$ cat config.mk
export PLATFORM = sky130hd
export DESIGN_NAME = irq_pin_router
export DESIGN_NICKNAME = d
export VERILOG_FILES = /design/src/rtl/irq_router_pkg.sv /design/src/rtl/irq_src_combiner.sv /design/src/rtl/irq_shaper.sv /design/src/rtl/irq_arm_ctrl.sv /design/src/rtl/irq_pin_steer.sv /design/src/rtl/irq_pin_router.sv
export SDC_FILE = /design/constraint.sdc
export NUM_CORES = 1
export LEC_CHECK = 0
export ABC_CLOCK_PERIOD_IN_PS = 1900
export BUFFER_PORTS_ARGS = -buffer_cell sky130_fd_sc_hd__buf_4
export CORE_MARGIN = 4
export CORE_UTILIZATION = 31
export CTS_CLUSTER_SIZE = 40
export DETAILED_ROUTE_END_ITERATION = 12
export PLACE_DENSITY_LB_ADDON = 0.25
export SYNTH_ARGS = -nofsm -noshare
export SYNTH_HDL_FRONTEND = slang
export SYNTH_SLANG_ARGS = --single-unit
export TNS_END_PERCENT = 20
$ cat constraint.sdc
create_clock -name clk -period 1.9 [get_ports clk]
set_input_delay 0 -clock clk [delete_from_list [all_inputs] [get_ports clk]]
set_output_delay 0 -clock clk [all_outputs]
set_load 0.005 [all_outputs]
$ cat src/rtl/irq_router_pkg.sv
package irq_router_pkg;

  // Width of each status / mask word.
  localparam int STAT_W = 16;
  // Number of interrupt sources in each word.
  localparam int NUM_A  = 5;
  localparam int NUM_B  = 4;

  typedef enum logic [1:0] {
    ARM_WAIT = 2'd0,   // floating, no load result yet
    ARM_FAIL = 2'd1,   // floating, load failed, waiting for recovery
    ARM_LIVE = 2'd2    // pins driven
  } arm_state_e;

  // Bit position of source i in status word A.
  function automatic int pos_a(input int i);
    case (i)
      0:       return 14;
      1:       return 12;
      2:       return 11;
      3:       return 10;
      default: return 8;
    endcase
  endfunction

  // Bit position of source i in status word B.
  function automatic int pos_b(input int i);
    case (i)
      0:       return 9;
      1:       return 5;
      2:       return 3;
      default: return 1;
    endcase
  endfunction

  function automatic logic [STAT_W-1:0] src_sel_a();
    logic [STAT_W-1:0] v;
    v = '0;
    for (int i = 0; i < NUM_A; i++) v[pos_a(i)] = 1'b1;
    return v;
  endfunction

  function automatic logic [STAT_W-1:0] src_sel_b();
    logic [STAT_W-1:0] v;
    v = '0;
    for (int i = 0; i < NUM_B; i++) v[pos_b(i)] = 1'b1;
    return v;
  endfunction

endpackage

$ cat src/rtl/irq_src_combiner.sv
// Masks each source and ORs the survivors into one request.
module irq_src_combiner
  import irq_router_pkg::*;
(
  input  logic [STAT_W-1:0] stat_a,
  input  logic [STAT_W-1:0] stat_b,
  input  logic [STAT_W-1:0] mask_a,
  input  logic [STAT_W-1:0] mask_b,
  output logic              req_any
);

  localparam logic [STAT_W-1:0] SRC_A = src_sel_a();
  localparam logic [STAT_W-1:0] SRC_B = src_sel_b();

  logic [STAT_W-1:0] live_a;
  logic [STAT_W-1:0] live_b;

  // One gate per bit position; non-source positions are tied off by SRC_x.
  for (genvar b = 0; b < STAT_W; b++) begin : g_bit
    assign live_a[b] = SRC_A[b] & stat_a[b] & ~mask_a[b];
    assign live_b[b] = SRC_B[b] & stat_b[b] & ~mask_b[b];
  end

  assign req_any = (|live_a) | (|live_b);

endmodule

$ cat src/rtl/irq_shaper.sv
// Level pass-through or rising-edge pulse of the combined request.
module irq_shaper (
  input  logic clk,
  input  logic rst_n,
  input  logic req_any,
  input  logic edge_mode,
  output logic shaped_nx
);

  logic req_prev_q;
  logic pulse_q;
  logic mode_q;

  // Value the pin takes at the coming edge.
  assign shaped_nx = req_any & (~edge_mode | ~req_prev_q);

  always_ff @(posedge clk or negedge rst_n) begin
    if (!rst_n) begin
      req_prev_q <= 1'b0;
      pulse_q    <= 1'b0;
      mode_q     <= 1'b0;
    end else begin
      req_prev_q <= req_any;
      pulse_q    <= shaped_nx;
      mode_q     <= edge_mode;
    end
  end

  // in edge mode an active cycle is never followed by another one.
  p_single_pulse_r8: assert property (@(posedge clk) disable iff (!rst_n)
    (mode_q && pulse_q) |=> !(mode_q && pulse_q));

endmodule

$ cat src/rtl/irq_arm_ctrl.sv
// Keeps the pins floating until a load or recovery result arrives.
module irq_arm_ctrl
  import irq_router_pkg::*;
(
  input  logic clk,
  input  logic rst_n,
  input  logic cfg_ok,
  input  logic cfg_fail,
  input  logic reloc_done,
  output logic arm_nx,
  output logic arm_q
);

  arm_state_e state_q, state_nx;

  always_comb begin
    state_nx = state_q;
    unique case (state_q)
      ARM_WAIT: begin
        if (cfg_ok)        state_nx = ARM_LIVE;
        else if (cfg_fail) state_nx = ARM_FAIL;
      end
      ARM_FAIL: begin
        if (cfg_ok || reloc_done) state_nx = ARM_LIVE;
      end
      ARM_LIVE: state_nx = ARM_LIVE;
      default:  state_nx = ARM_WAIT;
    endcase
  end

  assign arm_nx = (state_nx == ARM_LIVE);

  always_ff @(posedge clk or negedge rst_n) begin
    if (!rst_n) begin
      state_q <= ARM_WAIT;
      arm_q   <= 1'b0;
    end else begin
      state_q <= state_nx;
      arm_q   <= arm_nx;
    end
  end

  // relocation completion without a prior failure does not arm.
  p_reloc_needs_fail_r10: assert property (@(posedge clk) disable iff (!rst_n)
    (state_q == ARM_WAIT && !cfg_ok) |=> !arm_q);

  // armed state is kept until reset.
  p_live_sticky_r10: assert property (@(posedge clk) disable iff (!rst_n)
    arm_q |=> arm_q);

endmodule

$ cat src/rtl/irq_pin_steer.sv
// Select register, per-pin enable and polarity.
module irq_pin_steer #(
  parameter int NUM_PINS = 4,
  localparam int SEL_W   = (NUM_PINS > 1) ? $clog2(NUM_PINS) : 1
) (
  input  logic                clk,
  input  logic                rst_n,
  input  logic [SEL_W-1:0]    sel_in,
  input  logic                sel_wr,
  input  logic                arm_nx,
  input  logic                shaped_nx,
  input  logic                pol_hi,
  output logic [NUM_PINS-1:0] pin,
  output logic [NUM_PINS-1:0] oe
);

  logic [SEL_W-1:0] sel_q;
  logic [SEL_W-1:0] sel_nx;

  // A write is visible at the same edge that stores it.
  assign sel_nx = sel_wr ? sel_in : sel_q;

  always_ff @(posedge clk or negedge rst_n) begin
    if (!rst_n) sel_q <= '0;
    else        sel_q <= sel_nx;
  end

  for (genvar p = 0; p < NUM_PINS; p++) begin : g_pin
    logic hit;
    logic oe_r;
    logic pin_r;

    assign hit = arm_nx & (sel_nx == SEL_W'(p));

    always_ff @(posedge clk or negedge rst_n) begin
      if (!rst_n) begin
        oe_r  <= 1'b0;
        pin_r <= 1'b0;
      end else begin
        oe_r  <= hit;
        pin_r <= (hit & shaped_nx) ? pol_hi : ~pol_hi;
      end
    end

    assign oe[p]  = oe_r;
    assign pin[p] = pin_r;
  end

  // never more than one driven pin.
  p_oe_onehot_r3: assert property (@(posedge clk) disable iff (!rst_n)
    $onehot0(oe));

endmodule

$ cat src/rtl/irq_pin_router.sv
module irq_pin_router
  import irq_router_pkg::*;
#(
  parameter int NUM_PINS = 4,
  localparam int SEL_W   = (NUM_PINS > 1) ? $clog2(NUM_PINS) : 1
) (
  input  logic                clk,
  input  logic                rst_n,
  input  logic [STAT_W-1:0]   stat_a,
  input  logic [STAT_W-1:0]   stat_b,
  input  logic [STAT_W-1:0]   mask_a,
  input  logic [STAT_W-1:0]   mask_b,
  input  logic [SEL_W-1:0]    sel_in,
  input  logic                sel_wr,
  input  logic                pol_hi,
  input  logic                edge_mode,
  input  logic                cfg_ok,
  input  logic                cfg_fail,
  input  logic                reloc_done,
  output logic [NUM_PINS-1:0] irq_pin,
  output logic [NUM_PINS-1:0] irq_oe
);

  logic req_any;
  logic shaped_nx;
  logic arm_nx;
  logic arm_q;

  irq_src_combiner u_comb (
    .stat_a  (stat_a),
    .stat_b  (stat_b),
    .mask_a  (mask_a),
    .mask_b  (mask_b),
    .req_any (req_any)
  );

  irq_shaper u_shape (
    .clk       (clk),
    .rst_n     (rst_n),
    .req_any   (req_any),
    .edge_mode (edge_mode),
    .shaped_nx (shaped_nx)
  );

  irq_arm_ctrl u_arm (
    .clk        (clk),
    .rst_n      (rst_n),
    .cfg_ok     (cfg_ok),
    .cfg_fail   (cfg_fail),
    .reloc_done (reloc_done),
    .arm_nx     (arm_nx),
    .arm_q      (arm_q)
  );

  irq_pin_steer #(.NUM_PINS(NUM_PINS)) u_steer (
    .clk       (clk),
    .rst_n     (rst_n),
    .sel_in    (sel_in),
    .sel_wr    (sel_wr),
    .arm_nx    (arm_nx),
    .shaped_nx (shaped_nx),
    .pol_hi    (pol_hi),
    .pin       (irq_pin),
    .oe        (irq_oe)
  );

  // all pins float while the arming controller is not live.
  p_float_until_cfg_r9: assert property (@(posedge clk) disable iff (!rst_n)
    !arm_q |-> (irq_oe == '0));

  // once live, exactly one pin is driven.
  p_one_driven_r3: assert property (@(posedge clk) disable iff (!rst_n)
    arm_q |-> ($countones(irq_oe) == 1));

endmodule

==> impl_metrics.env <==
export IMPL_status="finished, final reports clean"
export IMPL_drv_slew=0
export IMPL_vias_per_cell=4.26
export IMPL_max_freq_mhz=651
export IMPL_synth_cell_types=22
export IMPL_cp_start_kind="flop"
export IMPL_synth_top_cells_by_area="dfrtp_1, buf_4, xnor2_1"
export IMPL_fill_cells=205
export IMPL_clk_pin_slew_ns=0.08
export IMPL_dr_pass1_iters=3
export IMPL_drc=0
export IMPL_grt_max_degree=14
export IMPL_ir_drop_mv=0.252
export IMPL_n_antenna_cell=0
export IMPL_tritoncts="built"
export IMPL_place_gp_congestion=0.731
export IMPL_dp_slack_ns=0.495
export IMPL_internal_power_mw=0.478
export IMPL_die_w_um=54.4
export IMPL_synth_edff_count=0
export IMPL_rsz0062_at_grt="false"
export IMPL_cp_arrival_ns=1.74
export IMPL_syn2layout_area_growth_pct=45.8
export IMPL_seq_area_frac_synth_pct=48.8
export IMPL_worst_pin_slew_ns=0.366
export IMPL_ys_top_cells_by_count="dfrtp_1, buf_4, nor2_1"
export IMPL_utilization_pct=48.6
export IMPL_vias=511
export IMPL_drive_above_1_share_pct=54.8
export IMPL_relSlewSlack_pct=75.0
export IMPL_fin_crit_ns=1.54
export IMPL_p_per_area_nw_per_um2=642
export IMPL_p_leak_nw=0.460
export IMPL_drt_wl_total_um=1190
export IMPL_design_portCount=82
export IMPL_finalNetCount=168
export IMPL_syn_area_per_cell_um2=11.5
export IMPL_hold_viol=0
export IMPL_ant_nets=0
export IMPL_synth_most_common_cell="dfrtp_1"
export IMPL_htreeDepth=1
export IMPL_synthCells=58
export IMPL_ys_seq_elements=13
export IMPL_cts_hold_buf=5
export IMPL_antenna_found_initial=0
export IMPL_die_area_um2=2960
export IMPL_placementRows=16
export IMPL_crit_fanout=5
export IMPL_synthesis_area_um2=667
export IMPL_cts_setup_buffers=0
export IMPL_synth_nets=132
export IMPL_initial_core_util_pct=33.3
export IMPL_grt_usage_pct=9.14
export IMPL_dp_cells=111
export IMPL_period_share_pct=80.8
export IMPL_clock_sinks=13
export IMPL_clockPowerShare_pct=26.2
export IMPL_yosysWarnings=0
export IMPL_design_core_area_um2=2000
export IMPL_worst_slack_ns=0.365
export IMPL_numCtsBuffers=3
export IMPL_drtIter0Drc=4
export IMPL_clockBufferDepth=2
export IMPL_worst_r2r_path_depth=3
export IMPL_synth_flop_cell="dfrtp_1"
export IMPL_cts_resized=0
export IMPL_drv_cap=0
export IMPL_setup_tns_ns=0
export IMPL_endpoint_kind="flop"
export IMPL_p_seq_share_pct=49.3
export IMPL_grt_pass1_wl_um=1900
export IMPL_holdPathStages=2
export IMPL_cts_root_buf="clkbuf_4"
export IMPL_grt_pass1_vias=490
export IMPL_synth_top_area_cell="dfrtp_1"
export IMPL_required_ns=2.11
export IMPL_port_buffers=35
export IMPL_die_h_um=54.4
export IMPL_crit_type="reg2reg"
export IMPL_p_sw_mw=0.147
export IMPL_wl_per_cell_um=9.93
export IMPL_final_instance_count_excl_fill=120
export IMPL_clk_insertion_delay_late_ns=0.27
export IMPL_dp_hpwl_um=991
export IMPL_finalClockSkew_ns=0.00311
export IMPL_hold_path_class="in2reg"
export IMPL_synth_top_area_share_pct=48.8
export IMPL_async_reset_ff_share_pct=100
export IMPL_grt_ovfl_total=0
export IMPL_switching_share_pct=23.5
export IMPL_combPwrFrac_pct=24.6
export IMPL_finalSetupViolations=0
-- layout by cell type, fill, tap and decap left out, drive strengths merged, types with 4 or more instances in the layout --
| master | count |
|---|---|
| nor4 | 4 |
| clkbuf | 4 |
| nand2b | 4 |
| nor2 | 5 |
| xnor2 | 4 |
| inv | 7 |
| buf | 35 |
| dfrtp | 13 |
| dlygate4sd3 | 5 |
-- registers in the layout, indices dropped and copies added, names as in the netlist --
register and flops:
u_steer.g_pin.oe_r 4, u_shape.req_prev_q 1, u_arm.state_q 2, u_steer.sel_q 2, u_steer.g_pin.pin_r 4
-- final timing paths --
check	startpoint	slack [ns]	endpoint
setup / recovery	u_arm.state_q[0]	0.36	u_arm.state_q[0]
hold / removal	sel_wr	0.04	u_steer.sel_q[1]
setup reg to reg	u_arm.state_q[0]	0.36	u_arm.state_q[0]
hold reg to reg	u_steer.sel_q[1]	0.52	u_steer.sel_q[1]
max in group asynchronous	rst_n	1.64	u_steer.g_pin[3].pin_r
min in group asynchronous	rst_n	0.10	u_steer.g_pin[1].oe_r
-- layout make-up --
class,instances,area (um2),area share (%)
sequential,13,325,33.5
multi-input combinational,29,248,25.5
clock buffer,4,26.3,2.70
timing repair buffer,40,313,32.2
inverter,7,26.3,2.70
tap,27,33.8,3.47
-- logic make-up (layout without fill, tap and decap cells) --
| logic type | count (synthesis) | count (layout) | share of synthesized area (%) |
|---|---|---|---|
| AO/OA/AOI/OAI | 7 | 7 | 12.0 |
| XOR/XNOR | 4 | 4 | 5.25 |
| buffers and inverters | 16 | 51 | 14.1 |
| flip-flops | 13 | 13 | 48.8 |
| multiplexers | 2 | 2 | 4.31 |
| AND/OR/NAND/NOR | 16 | 16 | 15.6 |
-- stage by stage --
stage	instance area [um2]	power [mW]	hold slack, ns
after CTS	972	0.634	0.0336
final	972	0.624	0.0397
after detailed placement	896	0.463	-0.151
after global placement	896	0.461	-0.148
after floorplan	667	0.403	-0.296
after global routing	972	0.666	0.0247
-- power groups by stage --
stage / Sequential [mW] / Clock, mW / Combinational [mW]
floorplan: 0.312 / 0 / 0.0906
global placement: 0.313 / 0 / 0.148
detailed placement: 0.313 / 0 / 0.150
CTS: 0.308 / 0.170 / 0.157
global route: 0.309 / 0.186 / 0.170
finish: 0.307 / 0.163 / 0.153
-- routing by layer --
metal	part of all wire, %	global-route usage, %	up-vias	wire, um
met5	0	0	-	0
met4	1.6	7.47	0	19
met3	11	2.18	2	137
met2	49	15.1	28	581
met1	38	9.78	225	454
li1	-	-	256	-
-- critical path: stages, from the launching register on --
cell and delay [ns]:
dfrtp_1 0.44, nor2_1 0.05, a2111oi_0 0.38, dlygate4sd3_1 0.60
(Power assumes the default switching activity.)
